--- src/rtl/blt_pkg.sv ---
`timescale 1ns/1ps
package blt_pkg;
    localparam int PIX_W    = 16;
    localparam int BE_W     = PIX_W / 8;
    localparam int PAT_N    = 8;
    localparam int IDX_W    = $clog2(PAT_N);
    localparam int MONO_W   = PAT_N * PAT_N;
    localparam int ROW_W    = PAT_N * PIX_W;
    localparam int ROP_W    = 8;

    typedef logic [PIX_W-1:0] pix_t;

    typedef enum logic [1:0] {
        PAT_MONO   = 2'd0,
        PAT_DITHER = 2'd1,
        PAT_COLOR  = 2'd2,
        PAT_RSVD   = 2'd3
    } pat_mode_e;

    typedef struct packed {
        pix_t             pat;
        pix_t             src;
        pix_t             dst;
        logic [ROP_W-1:0] rop;
        logic             depth8;
        logic             drop;
    } stage1_t;

    function automatic logic [BE_W-1:0] byte_en(input logic depth8);
        logic [BE_W-1:0] be;
        be = depth8 ? {{(BE_W-1){1'b0}}, 1'b1} : {BE_W{1'b1}};
        return be;
    endfunction

    function automatic pix_t depth_mask(input logic depth8);
        return depth8 ? pix_t'({8{1'b1}}) : {PIX_W{1'b1}};
    endfunction
endpackage

--- src/rtl/blt_pat_fetch.sv ---
`timescale 1ns/1ps
module blt_pat_fetch
    import blt_pkg::*;
(
    input  logic [1:0]        mode,
    input  logic [IDX_W-1:0]  x,
    input  logic [IDX_W-1:0]  y,
    input  logic [MONO_W-1:0] bits,
    input  logic [ROW_W-1:0]  row,
    input  pix_t              fg,
    input  pix_t              bg,
    output pix_t              pat
);
    logic bit_sel;

    always_comb begin
        bit_sel = bits[{y, x}];
        unique case (pat_mode_e'(mode))
            PAT_COLOR: pat = row[x*PIX_W +: PIX_W];
            default:   pat = bit_sel ? fg : bg;
        endcase
    end
endmodule

--- src/rtl/blt_src_expand.sv ---
`timescale 1ns/1ps
module blt_src_expand
    import blt_pkg::*;
(
    input  logic expand,
    input  logic transp,
    input  logic mono,
    input  pix_t src,
    input  pix_t fg,
    input  pix_t bg,
    output pix_t opnd,
    output logic drop
);
    always_comb begin
        if (expand) opnd = mono ? fg : bg;
        else        opnd = src;
        drop = expand & transp & ~mono;
    end
endmodule

--- src/rtl/blt_rop_unit.sv ---
`timescale 1ns/1ps
module blt_rop_unit
    import blt_pkg::*;
(
    input  logic [ROP_W-1:0] rop,
    input  pix_t             pat,
    input  pix_t             src,
    input  pix_t             dst,
    output pix_t             res
);
    for (genvar i = 0; i < PIX_W; i++) begin : g_bit
        assign res[i] = rop[{pat[i], src[i], dst[i]}];
    end
endmodule

--- src/rtl/blt_raster_pipe.sv ---
`timescale 1ns/1ps
module blt_raster_pipe
    import blt_pkg::*;
(
    input  logic              clk,
    input  logic              rst,
    input  logic              in_valid,
    output logic              in_ready,
    input  logic [15:0]       in_src,
    input  logic              in_mono,
    input  logic [15:0]       in_dst,
    input  logic [2:0]        in_x,
    input  logic [2:0]        in_y,
    input  logic [63:0]       cfg_pat_bits,
    input  logic [127:0]      cfg_pat_row,
    input  logic [1:0]        cfg_pat_mode,
    input  logic [15:0]       cfg_pat_fg,
    input  logic [15:0]       cfg_pat_bg,
    input  logic [15:0]       cfg_src_fg,
    input  logic [15:0]       cfg_src_bg,
    input  logic [7:0]        cfg_rop,
    input  logic              cfg_depth8,
    input  logic              cfg_expand,
    input  logic              cfg_transp,
    output logic              out_valid,
    input  logic              out_ready,
    output logic [15:0]       out_pix,
    output logic              out_we,
    output logic [1:0]        out_be
);
    pix_t    pat_w, src_w, rop_res;
    logic    drop_w;
    stage1_t s1_q, s1_d;
    logic    s1_valid;
    logic    adv1, adv2;

    blt_pat_fetch u_pat (
        .mode (cfg_pat_mode),
        .x    (in_x),
        .y    (in_y),
        .bits (cfg_pat_bits),
        .row  (cfg_pat_row),
        .fg   (cfg_pat_fg),
        .bg   (cfg_pat_bg),
        .pat  (pat_w)
    );

    blt_src_expand u_exp (
        .expand (cfg_expand),
        .transp (cfg_transp),
        .mono   (in_mono),
        .src    (in_src),
        .fg     (cfg_src_fg),
        .bg     (cfg_src_bg),
        .opnd   (src_w),
        .drop   (drop_w)
    );

    blt_rop_unit u_rop (
        .rop (s1_q.rop),
        .pat (s1_q.pat),
        .src (s1_q.src),
        .dst (s1_q.dst),
        .res (rop_res)
    );

    always_comb begin
        s1_d.pat    = pat_w;
        s1_d.src    = src_w;
        s1_d.dst    = in_dst;
        s1_d.rop    = cfg_rop;
        s1_d.depth8 = cfg_depth8;
        s1_d.drop   = drop_w;
    end

    assign adv2     = ~out_valid | out_ready;
    assign adv1     = ~s1_valid | adv2;
    assign in_ready = adv1;

    always_ff @(posedge clk) begin
        if (rst) begin
            s1_valid  <= 1'b0;
            s1_q      <= '0;
            out_valid <= 1'b0;
            out_pix   <= '0;
            out_we    <= 1'b0;
            out_be    <= '0;
        end else begin
            if (adv1) begin
                s1_valid <= in_valid;
                if (in_valid) s1_q <= s1_d;
            end
            if (adv2) begin
                out_valid <= s1_valid;
                if (s1_valid) begin
                    out_pix <= rop_res & depth_mask(s1_q.depth8);
                    out_we  <= ~s1_q.drop;
                    out_be  <= byte_en(s1_q.depth8);
                end
            end
        end
    end


    hold_under_stall_chk: assert property (@(posedge clk) disable iff (rst)
        out_valid && !out_ready |=> out_valid && $stable(out_pix) && $stable(out_we) && $stable(out_be));


    first_stage_load_chk: assert property (@(posedge clk) disable iff (rst)
        in_valid && in_ready |=> s1_valid);


    second_stage_load_chk: assert property (@(posedge clk) disable iff (rst)
        s1_valid && (!out_valid || out_ready) |=> out_valid);


    narrow_upper_zero_chk: assert property (@(posedge clk) disable iff (rst)
        out_valid && out_be == 2'b01 |-> out_pix[15:8] == 8'h00);


    be_legal_chk: assert property (@(posedge clk) disable iff (rst)
        out_valid |-> (out_be == 2'b01 || out_be == 2'b11));
endmodule

--- config.mk ---
export PLATFORM = sky130hd
export DESIGN_NAME = blt_raster_pipe
export DESIGN_NICKNAME = d
export VERILOG_FILES = /design/src/rtl/blt_pkg.sv /design/src/rtl/blt_pat_fetch.sv /design/src/rtl/blt_src_expand.sv /design/src/rtl/blt_rop_unit.sv /design/src/rtl/blt_raster_pipe.sv
export SDC_FILE = /design/constraint.sdc
export NUM_CORES = 1
export LEC_CHECK = 0
export BUFFER_PORTS_ARGS = -buffer_cell sky130_fd_sc_hd__buf_2
export CORE_AREA = 2 2 129 131
export DETAILED_ROUTE_END_ITERATION = 12
export DIE_AREA = 0 0 131 133
export PLACE_DENSITY = 0.69
export SYNTH_ARGS = -nofsm -noshare
export SYNTH_HDL_FRONTEND = slang
export SYNTH_SLANG_ARGS = --single-unit
--- constraint.sdc ---
create_clock -name clk -period 4.9 [get_ports clk]
set_input_delay 1.47 -clock clk [delete_from_list [all_inputs] [get_ports clk]]
set_output_delay 1.47 -clock clk [all_outputs]
set_load 0.01 [all_outputs]
# Word level (Yosys, flattened, before mapping)
# Cells that the tools add are included.
totals:
  in_bits: 312
  word_cells: 81
  output_inout_bits: 21
  regBits: 79
op_classes:
  n_eq_ne: 1
  mux: 40
  shift: 1
  reduce_logical: 2
  magnitude_cmp: 17
  n_bitwise: 9
ops:
  columns: ["operator", "n"]
  rows:
  - ["variable part select 128 x 8 -> 16 bit", 1]
  - ["two-way mux 16 bit", 5]
  - ["< comparator 3 x 4 -> 1 bit (second input constant)", 16]
  - ["binary-select mux 1 bit (select 3 bit)", 16]
  - ["two-way mux 1 bit", 17]
  - ["bitwise AND 16 bit", 1]
  - ["< comparator 6 x 7 -> 1 bit (second input constant)", 1]
  - ["binary-select mux 1 bit (select 6 bit)", 1]
  - ["NOT 1 bit", 4]
  - ["AND reduction 2 bit", 2]
  - ["bitwise AND 1 bit", 2]
  - ["equality test 2 bit (second input constant)", 1]
  - ["two-way mux 2 bit", 1]
  - ["OR 1 bit", 2]

# Logic depth before layout (Yosys ltp)
depth:
  depth_word: 4
  mapped_depth: 10
  ltp_nobuf: 6

# Modules after synthesis
# A second synthesis with hierarchy kept.
unflattened:
  hier_cells: 615
  hier_area_um2: 6754.0
by_module_without_submodules:
  columns: ["module", "seq_area_each_um2", "instances", "area_each_um2", "cells_per_inst"]
  rows:
  - ["blt_raster_pipe", 1581.5, 1, 3410.8, 346]
  - ["blt_pat_fetch", 0.0, 1, 1889.3, 157]
  - ["blt_rop_unit", 0.0, 1, 1094.8, 56]
  - ["blt_src_expand", 0.0, 1, 359.1, 56]

# Least setup slack after synthesis
# OpenSTA, ideal clock, no wires.
synth_timing:
  kind: "input port to flip-flop"
  start: "in in_x[2]"
  end: "reg s1_q[48] in the netlist's numbering"
  n_path_buf: 4
  t_arrival_ns: 3.424
  slack_ns: 1.343
  cell_stages: 10
  setup_time_ns: 0.134
  required_time_ns: 4.766
  path_cell_list: "buf_2 buf_2 buf_4 mux4_2 o2bb2ai_1 o221ai_2 a32oi_4 buf_12 mux2i_1 o22ai_1"
synth_via:
  elab_chain_cells: 4
  word_cells_on_any_way: 5
  cone_classes: "shift (1); mux (4)"
synth_lines:
  columns: ["item", "line_no", "source"]
  rows:
  - ["start: declaration", "blt_raster_pipe.sv:12", "input logic [2:0] in_x,"]
  - ["binary-select mux 1 bit (select 6 bit)", "blt_pat_fetch.sv:17", "bit_sel = bits[{y, x}];"]
  - ["two-way mux 1 bit (not written as such)", "blt_pat_fetch.sv:17", null]
  - ["two-way mux 16 bit", "blt_pat_fetch.sv:20", "default: pat = bit_sel ? fg : bg;"]
  - ["two-way mux 16 bit (*)", "blt_pat_fetch.sv:18", "unique case (pat_mode_e'(mode))"]
  - ["end signal: assignment", "blt_raster_pipe.sv:83", "s1_q <= '0;"]
  - ["end signal: assignment", "blt_raster_pipe.sv:91", "if (in_valid) s1_q <= s1_d;"]
  - ["end: declaration", "blt_raster_pipe.sv:33", "stage1_t s1_q, s1_d;"]
# Every way passes the cells marked *; elsewhere a longest branch is shown, timed or not. The select of a mux whose other input is x is not followed.
# A chain may end at the register's enable or synchronous reset.

# Worst setup path after layout
layout_timing:
  start: "in in_x[0]"
  end: "reg s1_q[43] in the netlist's numbering"
# Same word-level chain as after synthesis.

==> flow_summary.ini <==
[setup_path]
criticalPathCategory = in2reg
cpPeakStageDelay_ns = 0.63
r2r-end = s1_q[42]
r2r-start = out_valid
r2r_cells = 7
cp.required_ns = 5.07
crit_chain = buf_2 -> mux4_1 -> mux2_4 -> a2bb2oi_1 -> a32oi_4 -> buf_4 -> mux2i_1 -> o22ai_1
crit_arrival_ns = 3.97
crit_slowest_cell = mux4_1
critical_path.max_fanout = 22
reg2reg_slack_ns = 2.60
cp_num_buf_inv = 2
end_kind = flip-flop
setup.worst_path.start_class = input pin
crit_family = multiplexers

[global_route]
grt_pass1_wl_um = 32900
antenna_found_initial = 6
met3_usage_pct = 6.55
use_met2_pct = 38.3
grt_pass1_vias = 5693
top_usage_layer = met2
grt_use_met1_pct = 34.9
track_usage_pct = 25.2
grt_max_degree = 80
overflow = 0

[placement]
place_hpwl_um = 17800
port_buffers = 332
place.gp.congestion = 0.870
dpl.cell_count = 1066

[worst_hold_path]
min_path_type = reg2reg
hold_end = s1_q[1]
hold_path_depth = 2
min_from = s1_q[1]

[finish]
fillerInstances = 1572
mostFrequentLayoutCells = 332 x buf_2, 86 x nand2_1, 79 x dfxtp_1
seqCellArea_um2 = 1580
final_nets = 1169
finish.utilization_pct = 48.2
finalNonFillerCells = 1086
multiInputGateArea_um2 = 3930
layout_commonest_cell = buf_2
drive_gt1_share_pct = 50.8
area_delta_synth_final_pct = 35.4

[floorplan]
core-area_um2 = 16200
dieArea_um2 = 17400
die_w_um = 131
dieHeight_um = 133
io_pins = 333
start_util_pct = 35.6
rows = 47

[logic_synthesis]
synthArstFlopShare_pct = 0
synth_top_area_share_pct = 27.5
synth_edf_count = 0
syn_nets = 874
synth.largest_area_cell = dfxtp_1
ys.flop_type = dfxtp_1
syn_avg_cell_area_um2 = 10.2
synth_cells = 562
ys.warnings.count = 0
yosysUniqueCellTypes = 29
ys_seq_area_share_pct = 27.5
yosys_register_bits = 79
synth.area.top_cells = dfxtp_1 27%, mux4_2 27%, mux2i_1 11%
synth.cell_area_um2 = 5760

[timing]
max_slew_margin_pct = 29.2
rsz0062_at_grt = no
setup_tns_ns = 0
worst_slew_pin_slew_ns = 1.06
fin_crit_ns = 3.80
hold_viol_final = 0
setup_viol = 0
fin_crit_sh_pct = 77.5
fmax_ghz = 0.263
drv_slew = 0
finalClockSkew_ns = 0.00909

[clock_network]
cts_max_path_buffers = 2
post-cts-setup-buffers = 0
htreeDepth = 3
clk_pin_slew_ns = 0.06
numCtsBuffers = 9
cts_tree = done
clock-sinks = 79
clk_latency_ns = 0.34
cts_resized = 0
hold_buffers = 0
clock-root-buffer = clkbuf_16

[power]
design_power_total_mw = 1.86
p_leak_nw = 3.47
powerDensity_nw_per_um2 = 239
ir_worst_vdd_mv = 0.138

[detailed_routing]
drtAntennaViolNets = 0
num_vias = 5831
drt-wirelength-per-cell_um = 20.4
drt_wl_total_um = 22200
first_iter_violations = 373
drt-vias-per-instance = 5.37
drt_pre_antenna_iters = 5
drc = 0

[status]
status = completed

[run]
drv_cap = 0
==> per-layer routing <==
metal	up-vias	share of wire (%)	routed length, um
li1	2763	-	-
met1	2728	42	9280
met2	302	46	10200
met3	34	9.8	2180
met4	4	2.1	467
met5	-	0.12	27
==> synth_stat cells (2+ instances only) <==
master	number
mux4_2	70
buf_6	2
nor2_1	46
mux4_1	9
a211oi_1	8
clkbuf_1	41
buf_2	5
nor2b_1	5
o21ai_0	17
o22ai_1	16
a21oi_1	62
mux2i_1	63
o211ai_1	16
nand2_1	87
inv_1	2
dfxtp_1	79
a22oi_1	9
mux2_2	9
nand2b_1	2
buf_1	5
==> through the flow <==
step | setup WS (ns) | hold WS, ns | instance area, um2
global route | 0.957 | 0.488 | 7790
finish | 1.10 | 0.464 | 7790
floorplan | 1.34 | 0.437 | 5760
detailed placement | 0.736 | 0.455 | 7510
CTS | 1.09 | 0.464 | 7780
global placement | 0.847 | 0.443 | 7510
==> tightest hold or removal path: stages, from the launching register on <==
cell,delay [ns]
dfxtp_1,0.31
nand2_1,0.05
a21oi_1,0.05
==> cell type report <==
type / instances / area share (%)
clock inverters: 6 / 0.562
repair buffers: 339 / 22.0
clock buffers: 10 / 2.94
diodes: 4 / 0.128
inverters: 2 / 0.0963
well taps: 220 / 3.53
flip-flops and latches: 79 / 20.3
multi-input cells: 426 / 50.5
==> flip-flops by register name, summed over array words and instances (netlist names) <==
register,count
out_be,2
out_pix,16
s1_q,58
out_valid,1
s1_valid,1
out_we,1
==> power breakdown <==
group / switching, mW / internal (mW)
combinational: 0.214 / 0.282
clock: 0.274 / 0.346
sequential: 0.0607 / 0.688
total: 0.548 / 1.32
==> worst max path at each step <==
stage | slack [ns] | start | cells past startpoint | end
2_1_floorplan | 1.34 | in_x[2] | 10 | s1_q[48]
4_1_cts | 1.09 | in_x[0] | 8 | s1_q[43]
5_1_grt | 0.96 | in_x[0] | 8 | s1_q[51]
3_3_place_gp | 0.85 | in_x[0] | 8 | s1_q[42]
3_5_place_dp | 0.74 | in_x[0] | 8 | s1_q[43]
6_report | 1.10 | in_x[0] | 8 | s1_q[43]
==> kinds of logic (layout without fill, tap and decap cells) <==
logic type | count (synthesis) | in the layout | share of synthesized area (%)
AND/OR/NAND/NOR | 141 | 141 | 9.52
AO/OA/AOI/OAI | 133 | 133 | 14.1
multiplexers | 152 | 152 | 44.5
flip-flops | 79 | 79 | 27.5
buffers and inverters | 57 | 357 | 4.43
other | 0 | 4 | 0
Power figures use the tool's default switching activity.
